--- config.mk ---
export PLATFORM = sky130hd
export DESIGN_NAME = xcp_engine
export DESIGN_NICKNAME = d
export VERILOG_FILES = /design/src/rtl/xcp_pkg.sv /design/src/rtl/xcp_group_ctrl.sv /design/src/rtl/xcp_xor_accum.sv /design/src/rtl/xcp_flag_count.sv /design/src/rtl/xcp_engine.sv
export SDC_FILE = /design/constraint.sdc
export NUM_CORES = 1
export LEC_CHECK = 0
export ABC_CLOCK_PERIOD_IN_PS = 2100
export CAP_MARGIN = 20
export CELL_PAD_IN_SITES_DETAIL_PLACEMENT = 0
export CELL_PAD_IN_SITES_GLOBAL_PLACEMENT = 1
export CORE_UTILIZATION = 46
export CTS_BUF_LIST = sky130_fd_sc_hd__clkbuf_4 sky130_fd_sc_hd__clkbuf_8
export CTS_CLUSTER_DIAMETER = 50
export CTS_CLUSTER_SIZE = 12
export DETAILED_ROUTE_END_ITERATION = 8
export DONT_BUFFER_PORTS = 1
export PLACE_DENSITY_LB_ADDON = 0.1
export SLEW_MARGIN = 40
export SYNTH_ARGS = -nofsm -noshare
export SYNTH_HDL_FRONTEND = slang
export SYNTH_HIERARCHICAL = 1
export SYNTH_SLANG_ARGS = --single-unit
--- constraint.sdc ---
create_clock -name clk -period 2.1 [get_ports clk]
set_input_delay 0.105 -clock clk [delete_from_list [all_inputs] [get_ports clk]]
set_output_delay 0.105 -clock clk [all_outputs]
set_load 0.02 [all_outputs]
--- src/rtl/xcp_pkg.sv ---
package xcp_pkg;

    typedef enum logic {
        MODE_ENCODE  = 1'b0,
        MODE_REBUILD = 1'b1
    } xcp_mode_e;

    typedef struct packed {
        logic ok;
        logic unrec;
    } xcp_status_t;

    function automatic int cnt_width(input int chans);
        return $clog2(chans + 1);
    endfunction

endpackage

--- src/rtl/xcp_group_ctrl.sv ---
module xcp_group_ctrl
    import xcp_pkg::*;
(
    input  logic      clk,
    input  logic      rst,
    input  logic      beat_valid_i,
    input  logic      beat_last_i,
    input  logic      mode_i,
    output logic      open_o,
    output logic      close_o,
    output xcp_mode_e mode_o
);

    logic      in_grp_q;
    xcp_mode_e mode_q;

    assign open_o  = beat_valid_i && !in_grp_q;
    assign close_o = beat_valid_i && beat_last_i;
    assign mode_o  = open_o ? xcp_mode_e'(mode_i) : mode_q;

    always_ff @(posedge clk) begin
        if (rst) begin
            in_grp_q <= 1'b0;
            mode_q   <= MODE_ENCODE;
        end else if (beat_valid_i) begin
            in_grp_q <= !beat_last_i;
            if (open_o) begin
                mode_q <= xcp_mode_e'(mode_i);
            end
        end
    end

    // mode is held for the whole group once it is open
    p_mode_hold_r5: assert property (@(posedge clk) disable iff (rst)
        (in_grp_q && !open_o) |=> (!in_grp_q || $stable(mode_q)));

endmodule

--- src/rtl/xcp_xor_accum.sv ---
module xcp_xor_accum #(
    parameter int CBITS = 64,
    parameter int SYM_W = 8
) (
    input  logic             clk,
    input  logic             rst,
    input  logic             en_i,
    input  logic             load_i,
    input  logic [CBITS-1:0] word_i,
    output logic [CBITS-1:0] sum_o
);

    localparam int LANES = CBITS / SYM_W;

    logic [CBITS-1:0] acc_q;

    for (genvar g = 0; g < LANES; g++) begin : g_lane
        logic [SYM_W-1:0] w_l;
        logic [SYM_W-1:0] a_l;
        logic [SYM_W-1:0] n_l;

        assign w_l = word_i[g*SYM_W +: SYM_W];
        assign a_l = acc_q[g*SYM_W +: SYM_W];
        assign n_l = load_i ? w_l : (a_l ^ w_l);
        assign sum_o[g*SYM_W +: SYM_W] = n_l;

        always_ff @(posedge clk) begin
            if (rst) begin
                acc_q[g*SYM_W +: SYM_W] <= '0;
            end else if (en_i) begin
                acc_q[g*SYM_W +: SYM_W] <= n_l;
            end
        end
    end

    // an idle cycle leaves the running XOR untouched
    p_idle_hold_r4: assert property (@(posedge clk) disable iff (rst)
        !en_i |=> $stable(acc_q));

    // an opening beat replaces the running XOR with its own word
    p_fresh_start_r3: assert property (@(posedge clk) disable iff (rst)
        (en_i && load_i) |=> (acc_q == $past(word_i)));

endmodule

--- src/rtl/xcp_flag_count.sv ---
module xcp_flag_count #(
    parameter int CHANNELS = 4,
    parameter int CW       = 3
) (
    input  logic          clk,
    input  logic          rst,
    input  logic          en_i,
    input  logic          load_i,
    input  logic          flag_i,
    output logic [CW-1:0] cnt_o
);

    localparam logic [CW-1:0] CNT_MAX = CW'(CHANNELS);
    localparam logic [CW-1:0] CNT_ONE = CW'(1);

    logic [CW-1:0] cnt_q;
    logic [CW-1:0] base;

    assign base  = load_i ? CNT_ONE : cnt_q;
    assign cnt_o = (flag_i && base != CNT_MAX) ? base + CNT_ONE : base;

    always_ff @(posedge clk) begin
        if (rst) begin
            cnt_q <= CNT_ONE;
        end else if (en_i) begin
            cnt_q <= cnt_o;
        end
    end

    // the count never passes the number of channels
    p_cnt_bound_r7: assert property (@(posedge clk) disable iff (rst)
        (cnt_q >= CNT_ONE) && (cnt_q <= CNT_MAX));

endmodule

--- src/rtl/xcp_engine.sv ---
module xcp_engine
    import xcp_pkg::*;
#(
    parameter int CHANNELS = 4,
    parameter int CBITS    = 64,
    parameter int SYM_W    = 8
) (
    input  logic             clk,
    input  logic             rst,
    input  logic             mode_i,
    input  logic             beat_valid_i,
    input  logic             beat_last_i,
    input  logic             beat_flag_i,
    input  logic [CBITS-1:0] beat_word_i,
    output logic             res_valid_o,
    output logic             res_unrec_o,
    output logic [CBITS-1:0] res_word_o
);

    localparam int CW = cnt_width(CHANNELS);
    localparam logic [CW-1:0] CNT_ONE = CW'(1);

    logic             open_w;
    logic             close_w;
    xcp_mode_e        mode_w;
    logic [CBITS-1:0] sum_w;
    logic [CW-1:0]    cnt_w;
    xcp_status_t      st_d;
    xcp_status_t      st_q;
    logic [CBITS-1:0] word_q;

    xcp_group_ctrl u_ctrl (
        .clk          (clk),
        .rst          (rst),
        .beat_valid_i (beat_valid_i),
        .beat_last_i  (beat_last_i),
        .mode_i       (mode_i),
        .open_o       (open_w),
        .close_o      (close_w),
        .mode_o       (mode_w)
    );

    xcp_xor_accum #(.CBITS(CBITS), .SYM_W(SYM_W)) u_accum (
        .clk    (clk),
        .rst    (rst),
        .en_i   (beat_valid_i),
        .load_i (open_w),
        .word_i (beat_word_i),
        .sum_o  (sum_w)
    );

    xcp_flag_count #(.CHANNELS(CHANNELS), .CW(CW)) u_flags (
        .clk    (clk),
        .rst    (rst),
        .en_i   (beat_valid_i),
        .load_i (open_w),
        .flag_i (beat_flag_i),
        .cnt_o  (cnt_w)
    );

    always_comb begin
        st_d = '0;
        if (close_w) begin
            if (mode_w == MODE_REBUILD && cnt_w > CNT_ONE) begin
                st_d.unrec = 1'b1;
            end else begin
                st_d.ok = 1'b1;
            end
        end
    end

    always_ff @(posedge clk) begin
        if (rst) begin
            st_q   <= '0;
            word_q <= '0;
        end else begin
            st_q <= st_d;
            if (st_d.unrec) begin
                word_q <= '0;
            end else if (st_d.ok) begin
                word_q <= sum_w;
            end
        end
    end

    assign res_valid_o = st_q.ok;
    assign res_unrec_o = st_q.unrec;
    assign res_word_o  = word_q;

    // the two outcome pulses never coincide
    p_one_outcome_r9: assert property (@(posedge clk) disable iff (rst)
        !(res_valid_o && res_unrec_o));

    // an outcome appears only after a closing beat
    p_after_close_r9: assert property (@(posedge clk) disable iff (rst)
        (res_valid_o || res_unrec_o) |-> $past(beat_valid_i && beat_last_i));

    // an unrecoverable location exposes no result bits
    p_unrec_zero_r7: assert property (@(posedge clk) disable iff (rst)
        res_unrec_o |-> (res_word_o == '0));

    // an encode group always ends with a valid result
    p_encode_ok_r8: assert property (@(posedge clk) disable iff (rst)
        (close_w && mode_w == MODE_ENCODE) |=> res_valid_o);

    // the word holds between results
    p_word_hold_r9: assert property (@(posedge clk) disable iff (rst)
        !(st_d.ok || st_d.unrec) |=> $stable(res_word_o));

endmodule

==> summary.md, run 1 <==
| Metric | Value |
|---|---|
| ANT nets after route | `0` |
| Total clock sinks | `135` |
| Startpoint class of the critical path | `flop` |
| Worst min-delay path category | `in2reg` |
| Synthesized net count | `758` |
| Post-layout util | `57.4%` |
| Share of final-layout standard cells stronger than drive strength 1 | `8.80%` |
| Clock tree root buffer cell | `clkbuf_8` |
| RR Startpoint | `u_ctrl/in_grp_q` |
| Longest individual stage delay on the worst path | `0.35 ns` |
| Maximum number of pins on one net before global-route repair | `134` |
| CTS tree | `yes` |
| Standard-cell rows | `43` |
| Cell with the largest stage delay on the worst path | `dfxtp_2` |
| Leakage dissipation | `2.78 nW` |
| IO buf count | `0` |
| Longest Clk Path Bufs | `2` |
| Clock period minus worst slack | `2.00 ns` |
| Worst vdd rail ir drop | `465 µV` |
| Clock-pin slew of the registers on the worst-case setup and hold paths | `0.08 ns` |
| H-tree depth | `4` |
| Clock skew after layout | `0.0123 ns` |
| Number of global-route vias before repair | `5370` |
| Count of yosys warnings during synthesis | `6` |
| Element type at the critical path end | `flop` |
| Placer Congestion | `0.733` |
| Overall die height | `123 µm` |
| Final-report setup violation count | `0` |
| Clock buffers created by TritonCTS | `17` |
| Critical-path cell list | `nor2b_4 -> nand2b_4 -> inv_1 -> ha_1 -> nand2_2 -> nor3_2 -> a21oi_2 -> o21ai_4 -> buf_12 -> buf_8 -> a32o_1` |
| Total number of vias | `5399` |
| Number of remaining DRC errors | `0` |
| Final WL | `17000 µm` |
| Critical Path Source | `u_ctrl/in_grp_q` |
| Worst setup slack for register-to-register paths | `0.1 ns` |
| DP Area | `6720 µm²` |
| Share of the clock period used by the worst path after layout | `95.4%` |
| Worst r2r dst | `res_word_o[41]` |
| Max Cap Violations | `0` |
| DR iter-0 viols | `290` |
| 1st-pass router iterations | `4` |
| Number of primary I/O pins | `136` |
| Initial cell density of the core | `47.7%` |
| Syn-to-layout area delta | `20.3%` |
| Outcome | `finished clean` |
| Die outline width | `123 µm` |
| Slew at the pin closest to its max-slew limit | `0.635 ns` |
| Grt ovf | `0` |
| GRT Overall Usage | `22.8%` |
| Full die area | `15000 µm²` |
| Via/cell ratio | `5.87` |
| Ratio of total power to cell area | `805 nW/µm²` |
| Final hold viol count | `0` |
| Global-route wire length before repair | `26800 µm` |
| Maximum clock frequency | `499 MHz` |
| Cell Area, Synth | `6700 µm²` |
| Clock latency reported for the late side of the worst-skew pair | `0.44 ns` |
| Avg WL per Cell | `18.5 µm` |
| Post-Syn Instances | `686` |
| Total inserted antenna cells | `0` |
| Avg Synthesized Cell Area | `9.76 µm²` |
| Data arrival time of the worst path | `2.33 ns` |
| Post-route cell area | `8050 µm²` |
| Fillcell total | `1220` |
| Max transition margin | `57.7%` |
| Number of max-slew violations in the final report | `0` |
| Final-stage net count | `798` |
| End point of the critical path | `res_word_o[41]` |
| HPWL after DPL | `9490 µm` |
| CP max FO | `20` |
| Initial antenna violation count | `0` |
| Setup CP Type | `reg2reg` |
| Core area | `14000 µm²` |
| R2R depth | `11` |
| Data required time of the worst path | `2.43 ns` |
## power by group
part | internal, mW | switching [mW] | leakage (nW)
Clock | 1.56 | 1.03 | 0.238
Sequential | 2.73 | 0.190 | 1.11
Combinational | 0.500 | 0.474 | 1.43
## through the flow
stage                     std cells  hold WS (ns)  setup slack [ns]  power (mW)  setup TNS [ns]
after floorplan                 686         0.176            0.0787        3.60               0
after global placement          814         0.193           0.00891        3.66               0
after detailed placement        814         0.196           -0.0681        3.70           -1.38
after CTS                       917       0.00632           -0.0404        6.50           -1.07
after global routing            919        0.0139           -0.0154        6.76          -0.153
final                           919        0.0347            0.0969        6.48               0
## placed cells by master, fill, tap and decap left out, types with 3 or more instances in the layout
cell and instances:
clkinv_2 5, xnor2_1 64, dlygate4sd3_1 69, a32o_1 128, and2_1 64, nor2b_1 65
buf_12 6, clkbuf_8 18, bufinv_16 6, dfxtp_1 134, nand2b_1 66, o21ai_0 65
inv_1 3
## repair_timing
item                                   CTS  global route
endpoints found under the hold margin  133             0
pin swaps                                0             2
gates resized for setup                  1            17
setup endpoints to repair               60            68
setup buffers                            0             1
gates cloned                             0             1
hold buffers                            71             0
## final cells by class
type	count	area, µm²	share of cell area (%)
Tap cell	180	225	2.80
Sequential cell	135	2700	33.6
Clock inverter	14	229	2.84
Timing Repair Buffer	82	932	11.6
Multi-Input combinational cell	486	3700	46.0
Inverter	4	15.0	0.186
Clock buffer	18	248	3.08
## critical path, delay by kind of cell, from the launching register on
| kind | cells | cell delay (ns) |
|---|---|---|
| simple gates | 4 | 0.50 |
| compound gates | 3 | 0.50 |
| flops | 1 | 0.35 |
| buf+inv | 3 | 0.35 |
| fa+ha+maj | 1 | 0.21 |
## metal layers
| layer | vias up | GRT usage, % | wire length [µm] |
|---|---|---|---|
| met1 | 2674 | 26.8 | 7550 |
| met5 | - | 0 | 0 |
| li1 | 2594 | - | - |
| met3 | 6 | 7.20 | 1040 |
| met2 | 125 | 39.6 | 8290 |
| met4 | 0 | 6.17 | 85 |
## flip-flops by register name, indices dropped and copies added, names as in the netlist
register	cells
res_unrec_o	1
u_ctrl/mode_q	1
u_ctrl/in_grp_q	1
res_word_o	64
u_accum/g_lane.a_l	64
u_flags/cnt_q	3
res_valid_o	1
## worst min path at each step
stage                  endpoint  slack, ns  depth (start not counted)  from
3_3_place_gp   u_flags/cnt_q[2]       0.19                          1   rst
2_1_floorplan  u_flags/cnt_q[2]       0.18                          1   rst
5_1_grt          res_word_o[10]       0.01                          2   rst
6_report         res_word_o[11]       0.03                          2   rst
4_1_cts           res_word_o[9]      0.006                          2   rst
3_5_place_dp   u_flags/cnt_q[2]       0.20                          1   rst
Power figures use the tool's default switching activity.
==> run 2: changes to the inputs <==
--- a/config.mk
+++ b/config.mk
@@ -9,8 +9,7 @@
 export CAP_MARGIN = 20
 export CELL_PAD_IN_SITES_DETAIL_PLACEMENT = 0
 export CELL_PAD_IN_SITES_GLOBAL_PLACEMENT = 1
-export CORE_UTILIZATION = 46
-export CTS_BUF_LIST = sky130_fd_sc_hd__clkbuf_4 sky130_fd_sc_hd__clkbuf_8
+export CORE_UTILIZATION = 44
 export CTS_CLUSTER_DIAMETER = 50
 export CTS_CLUSTER_SIZE = 12
 export DETAILED_ROUTE_END_ITERATION = 8
==> run 2 against run 1 <==
  * The run now ends with design-rule violations left
  * Core utilization shrank 1.3 points
  * Via count is the same
  * Cell count grew 1.1%
  * Worst setup slack lost 0.030 ns
  * Count of clock-buffer cells in the layout grew 1
  * Sequential power is essentially flat
  * First-iteration DRC count grew 29%
  * Critical path depth is the same
  * Non-clock buffer count grew 7
  * Critical path type unchanged
  * Largest cell class unchanged
  * Largest power group is now the clock network
==> summary.md, run 2 (synthesized netlist as in run 1, its figures left out) <==
| Metric | Value |
|---|---|
| Element type at the critical path end | `flop (unchanged)` |
| CTS tree | `yes (unchanged)` |
| Fillcell total | `1284 (was 1220)` |
| Cell internal power dissipation | `5.28 mW (was 4.78 mW)` |
| Post-layout util | `56.0% (was 57.4%)` |
| Cell with the largest stage delay on the worst path | `dfxtp_2 (unchanged)` |
| Data required time of the worst path | `2.40 ns (was 2.43 ns)` |
| IO buf count | `0 (unchanged)` |
| DR iter-0 viols | `373 (was 290)` |
| Critical-path cell list | `nor2b_4 -> nand2b_4 -> inv_1 -> ha_2 -> nand2_2 -> nor3_1 -> a21oi_1 -> o21ai_4 -> buf_12 -> clkbuf_16 -> a32o_1 (was nor2b_4 -> nand2b_4 -> inv_1 -> ha_1 -> nand2_2 -> nor3_2 -> a21oi_2 -> o21ai_4 -> buf_12 -> buf_8 -> a32o_1)` |
| Area of the multi-input gates | `3690 µm² (was 3700 µm²)` |
| Standard-cell rows | `44 (was 43)` |
| Max Cap Violations | `0 (unchanged)` |
| Total inserted antenna cells | `0 (unchanged)` |
| R2R depth | `11 (unchanged)` |
| Global-route wire length before repair | `27700 µm (was 26800 µm)` |
| Initial cell density of the core | `45.6% (was 47.7%)` |
| Net Sw Frac | `25.4% (was 26.2%)` |
| Initial antenna violation count | `0 (unchanged)` |
| GRT Overall Usage | `22.0% (was 22.8%)` |
| Clock-pin slew of the registers on the worst-case setup and hold paths | `0.06 ns (was 0.08 ns)` |
| Slew at the pin closest to its max-slew limit | `0.443 ns (was 0.635 ns)` |
| Relative contribution of combinational cells to total power | `13.9% (was 15.0%)` |
| Final-report setup violation count | `0 (unchanged)` |
| H-tree depth | `4 (unchanged)` |
| Number of remaining DRC errors | `6 (was 0)` |
| RR Startpoint | `u_ctrl/in_grp_q (unchanged)` |
| Longest Clk Path Bufs | `2 (unchanged)` |
| Final hold viol count | `0 (unchanged)` |
| Most common library cell in the layout ignoring fill and taps | `dfxtp_1 (unchanged)` |
| Total number of vias | `5399 (unchanged)` |
| Worst Hold Path Cells | `3 (was 2)` |
| Ratio of total power to cell area | `859 nW/µm² (was 805 nW/µm²)` |
| Via/cell ratio | `5.81 (was 5.87)` |
| Violated checks | `design-rule violations` |
| Number of max-slew violations in the final report | `0 (unchanged)` |
| Clock buffers created by TritonCTS | `17 (unchanged)` |
| Share of final-layout standard cells stronger than drive strength 1 | `9.53% (was 8.80%)` |
| Syn-to-layout area delta | `23.0% (was 20.3%)` |
| Overall die height | `125 µm (was 123 µm)` |
| Outcome | `finished, violations left (was finished clean)` |
| Placer Congestion | `0.710 (was 0.733)` |
| 1st-pass router iterations | `6 (was 4)` |
| Clock skew after layout | `0.0141 ns (was 0.0123 ns)` |
| Max transition margin | `70.5% (was 57.7%)` |
| Worst r2r dst | `res_word_o[62] (was res_word_o[41])` |
| Number of global-route vias before repair | `5439 (was 5370)` |
| Register cell area after layout | `2700 µm² (unchanged)` |
| Data arrival time of the worst path | `2.33 ns (about the same)` |
| Final-stage net count | `805 (was 798)` |
| Full die area | `15700 µm² (was 15000 µm²)` |
| Maximum number of pins on one net before global-route repair | `140 (was 134)` |
| Worst setup slack for register-to-register paths | `0.07 ns (was 0.1 ns)` |
| Proportion of power drawn by the clock network | `44.8% (was 39.9%)` |
| Total clock sinks | `135 (unchanged)` |
| Grt ovf | `0 (unchanged)` |
| Leakage dissipation | `2.86 nW (was 2.78 nW)` |
| Launch instance of the worst min-delay path | `beat_flag_i (was rst)` |
| Core area | `14700 µm² (was 14000 µm²)` |
| Share of the clock period used by the worst path after layout | `96.8% (was 95.4%)` |
| Top library cells by usage in the layout, fill and taps aside | `dfxtp_1, a32o_1, dlygate4sd3_1 (unchanged)` |
| Maximum clock frequency | `492 MHz (was 499 MHz)` |
| Reported net switching power | `1.80 mW (was 1.70 mW)` |
| Die outline width | `125 µm (was 123 µm)` |
| ANT nets after route | `0 (unchanged)` |
| CP max FO | `12 (was 20)` |
| Longest individual stage delay on the worst path | `0.34 ns (was 0.35 ns)` |
| Final WL | `16900 µm (was 17000 µm)` |
| Number of primary I/O pins | `136 (unchanged)` |
| Hold path endpoint | `u_flags/cnt_q[0] (was res_word_o[11])` |
| HPWL after DPL | `9750 µm (was 9490 µm)` |
| Clock latency reported for the late side of the worst-skew pair | `0.42 ns (was 0.44 ns)` |
| Sequential Power Share | `41.3% (was 45.0%)` |
| Post-Route Hold Slack | `0.0677 ns (was 0.0347 ns)` |
| Clock tree root buffer cell | `clkbuf_16 (was clkbuf_8)` |
| Worst vdd rail ir drop | `498 µV (was 465 µV)` |
| Worst min-delay path category | `in2reg (unchanged)` |
| Setup CP Type | `reg2reg (unchanged)` |
| Clock period minus worst slack | `2.03 ns (was 2.00 ns)` |
| Startpoint class of the critical path | `flop (unchanged)` |
| Avg WL per Cell | `18.2 µm (was 18.5 µm)` |
run 2: repair_timing:
item,4_1_cts,5_1_grt
gates cloned,0,2
endpoints found under the setup margin,4,66
resized for setup,0,9
hold buffers,69,0
endpoints found under the hold margin,133,0
pin swaps,1,2
setup buffers,0,4
run 2: through the flow:
step	setup TNS [ns]	instance area (µm²)	setup WS [ns]	power, mW	std cells
finish	0	8240	0.0665	7.08	929
global route	-2.31	8240	-0.0686	7.36	929
CTS	0	8120	0.0172	7.11	923
detailed placement	0	6770	0.0125	3.72	823
global placement	0	6770	0.104	3.68	823
floorplan	0	6700	0.0787	3.60	686
run 2: cell type report:
class | count | share of cell area, %
Multi-Input combinational cell | 486 | 44.8
Clock inverter | 12 | 2.14
Inverter | 4 | 0.182
Sequential cell | 135 | 32.8
Timing Repair Buffer | 89 | 11.8
Tap cell | 184 | 2.79
Clock buffer | 19 | 5.50
run 2: routing by layer:
| metal | vias to the layer above | wire length, µm | track usage, % |
|---|---|---|---|
| li1 | 2614 | - | - |
| met1 | 2635 | 7430 | 27.1 |
| met2 | 133 | 8280 | 36.2 |
| met3 | 17 | 1010 | 6.76 |
| met4 | 0 | 225 | 7.68 |
| met5 | - | 0 | 0 |
run 2: worst max-delay path by stage:
| stage | start | to | slack [ns] |
|---|---|---|---|
| 2_1_floorplan | u_ctrl/in_grp_q | res_word_o[17] | 0.08 |
| 3_3_place_gp | u_ctrl/in_grp_q | res_word_o[5] | 0.10 |
| 3_5_place_dp | u_ctrl/in_grp_q | res_word_o[1] | 0.01 |
| 4_1_cts | u_ctrl/in_grp_q | res_word_o[1] | 0.02 |
| 5_1_grt | u_ctrl/in_grp_q | res_word_o[30] | -0.07 |
| 6_report | u_ctrl/in_grp_q | res_word_o[62] | 0.07 |
run 2: worst max-delay path: cells and delay by family (launching register included):
family          cells  cell delay [ns]
compound gates      3             0.56
simple gates        4             0.46
buf+inv             3             0.37
flops               1             0.34
fa+ha+maj           1             0.18
run 2: power groups by stage:
stage	Combinational, mW	Sequential (mW)	Clock (mW)
after CTS	0.946	2.92	3.24
after floorplan	0.651	2.95	0
final	0.982	2.92	3.17
after global routing	1.08	2.94	3.34
after global placement	0.707	2.97	0
after detailed placement	0.737	2.98	0
==> run 3: changes to the inputs <==
--- a/config.mk
+++ b/config.mk
@@ -14,7 +14,7 @@
 export CTS_CLUSTER_SIZE = 12
 export DETAILED_ROUTE_END_ITERATION = 8
 export DONT_BUFFER_PORTS = 1
-export PLACE_DENSITY_LB_ADDON = 0.1
+export PLACE_DENSITY_LB_ADDON = 0.2
 export SLEW_MARGIN = 40
 export SYNTH_ARGS = -nofsm -noshare
 export SYNTH_HDL_FRONTEND = slang
==> run 3 against run 2 <==
  * The run still ends with design-rule violations left
  * Clock skew shrank 0.0053 ns
  * Non-clock buffer count is the same
  * Global-route usage shrank 0.61 points
  * Combinational power grew 1%
  * First-iteration DRC count shrank 8.3%
  * Routed wire length grew 0.48%
  * Worst setup slack lost 0.010 ns
  * Via count grew 1.1%
  * Clock power shrank 4%
  * Largest cell class unchanged
  * Largest power group unchanged
==> summary.md, run 3 (synthesized netlist as in run 1, its figures left out) <==
| Metric | Value |
|---|---|
| Clock skew after layout | `0.00877 ns (was 0.0141 ns)` |
| Most common library cell in the layout ignoring fill and taps | `dfxtp_1 (unchanged)` |
| Number of remaining DRC errors | `8 (was 6)` |
| Total negative setup slack | `0 ns (unchanged)` |
| Final std cells w/o fill | `930 (was 929)` |
| Grt ovf | `0 (unchanged)` |
| Global-route wire length before repair | `27000 µm (was 27700 µm)` |
| H-tree depth | `4 (unchanged)` |
| Final-stage net count | `805 (unchanged)` |
| Worst setup slack for register-to-register paths | `0.06 ns (was 0.07 ns)` |
| Pre-CTS setup slack | `0.00203 ns (was 0.0125 ns)` |
| Number of max-slew violations in the final report | `0 (unchanged)` |
| Syn-to-layout area delta | `23.4% (was 23.0%)` |
| Number of global-route vias before repair | `5435 (was 5439)` |
| R2R depth | `9 (was 11)` |
| Standard-cell rows | `44 (unchanged)` |
| Clock tree root buffer cell | `clkbuf_16 (unchanged)` |
| Initial antenna violation count | `0 (unchanged)` |
| Final-report setup violation count | `0 (unchanged)` |
| Share of the clock period used by the worst path after layout | `97.3% (was 96.8%)` |
| Share of final-layout standard cells stronger than drive strength 1 | `9.52% (was 9.53%)` |
| Data arrival time of the worst path | `2.35 ns (was 2.33 ns)` |
| Setup ws final | `0.0563 ns (was 0.0665 ns)` |
| Setup CP Type | `reg2reg (unchanged)` |
| Number of primary I/O pins | `136 (unchanged)` |
| Violated checks | `design-rule violations (unchanged)` |
| Worst Hold Path Cells | `2 (was 3)` |
| Worst vdd rail ir drop | `503 µV (was 498 µV)` |
| Unrepaired setup endpoints after global routing | `yes` |
| Clock period minus worst slack | `2.04 ns (was 2.03 ns)` |
| Overall die height | `125 µm (unchanged)` |
| Data required time of the worst path | `2.40 ns (about the same)` |
| Startpoint class of the critical path | `flop (unchanged)` |
| Ratio of total power to cell area | `841 nW/µm² (was 859 nW/µm²)` |
| Total number of vias | `5458 (was 5399)` |
| Final WL | `17000 µm (was 16900 µm)` |
| Max transition margin | `61.2% (was 70.5%)` |
| Clock-pin slew of the registers on the worst-case setup and hold paths | `0.06 ns (about the same)` |
| Outcome | `finished, violations left (unchanged)` |
| GRT Overall Usage | `21.3% (was 22.0%)` |
| Maximum clock frequency | `489 MHz (was 492 MHz)` |
| IO buf count | `0 (unchanged)` |
| Clock buffers created by TritonCTS | `17 (unchanged)` |
| Total clock sinks | `135 (unchanged)` |
| Final hold viol count | `0 (unchanged)` |
| Initial cell density of the core | `45.6% (unchanged)` |
| Placed cell count | `823 (unchanged)` |
| DR iter-0 viols | `342 (was 373)` |
| Maximum number of pins on one net before global-route repair | `136 (was 140)` |
| Leakage dissipation | `2.88 nW (was 2.86 nW)` |
| Via/cell ratio | `5.87 (was 5.81)` |
| 1st-pass router iterations | `7 (was 6)` |
| HPWL after DPL | `9560 µm (was 9750 µm)` |
| Slew at the pin closest to its max-slew limit | `0.582 ns (was 0.443 ns)` |
| Total inserted antenna cells | `0 (unchanged)` |
| Worst min-delay path category | `in2reg (unchanged)` |
| Max Cap Violations | `0 (unchanged)` |
| Element type at the critical path end | `flop (unchanged)` |
| Avg WL per Cell | `18.3 µm (was 18.2 µm)` |
| Top library cells by usage in the layout, fill and taps aside | `dfxtp_1, a32o_1, dlygate4sd3_1 (unchanged)` |
| ANT nets after route | `0 (unchanged)` |
| Full die area | `15700 µm² (unchanged)` |
| Placer Congestion | `0.735 (was 0.710)` |
| Die outline width | `125 µm (unchanged)` |
| Core area | `14700 µm² (unchanged)` |
| CP max FO | `56 (was 12)` |
| Longest Clk Path Bufs | `2 (unchanged)` |
| CTS tree | `yes (unchanged)` |
| Clock latency reported for the late side of the worst-skew pair | `0.42 ns (about the same)` |
[run 3: cell count changes in the layout (fill, tap and decap cells not counted), moves of 2 or more]
cell / before / now
buf_4: 12 / 10
buf_6: 2 / 0
clkinv_4: 1 / 3
dlygate4sd3_1: 67 / 69
clkbuf_8: 2 / 0
inv_6: 0 / 2
[run 3: power breakdown]
group / internal, mW / switching [mW]
clock: 1.87 / 1.16
combinational: 0.512 / 0.480
sequential: 2.73 / 0.189
[run 3: what timing repair did]
item,CTS,global route
resized for setup,2,10
pin swaps,0,2
endpoints found under the setup margin,1,66
hold endpoints to repair,132,0
cloned,0,2
setup buffers,0,2
hold buffers,71,0
[run 3: path summary, 6_finish.rpt]
check | from | to
max reg2reg | u_ctrl/in_grp_q | res_word_o[63]
max | u_ctrl/in_grp_q | res_word_o[63]
min | beat_word_i[31] | res_word_o[31]
min reg2reg | u_ctrl/mode_q | u_ctrl/mode_q
[run 3: per-stage QoR]
| stage | utilization (%) | cell area [µm²] | total power, mW | hold WS (ns) |
|---|---|---|---|---|
| after detailed placement | 46.1 | 6780 | 3.72 | 0.195 |
| after global placement | 46.1 | 6780 | 3.68 | 0.190 |
| after CTS | 55.3 | 8140 | 6.97 | 0.0179 |
| after floorplan | - | 6700 | 3.60 | 0.176 |
| final | 56.2 | 8260 | 6.95 | 0.0164 |
| after global routing | 56.2 | 8260 | 7.23 | 0.0153 |
[run 3: critical path, stage by stage (launching register included)]
cell and delay [ns]:
dfxtp_2 0.33, nor2b_4 0.16, buf_8 0.29, nand2b_1 0.27, nor3_2 0.06, a21oi_2 0.15, o21ai_4 0.09, buf_12 0.14
clkbuf_16 0.18, a32o_1 0.25
[run 3: area by class of cell]
cell class	count	area, µm²
fillers	1241	6440
multi-input cells	486	3720
flip-flops and latches	135	2700
repair buffers	89	986
clock buffers	17	425
well taps	184	230
clock inverters	15	179
inverters	4	15.0
[run 3: routing by layer]
metal / GRT usage, % / share of wire, %
met1: 24.5 / 43
met5: 0 / 0
met4: 5.24 / 0.57
met2: 37.9 / 50
met3: 7.27 / 6.3
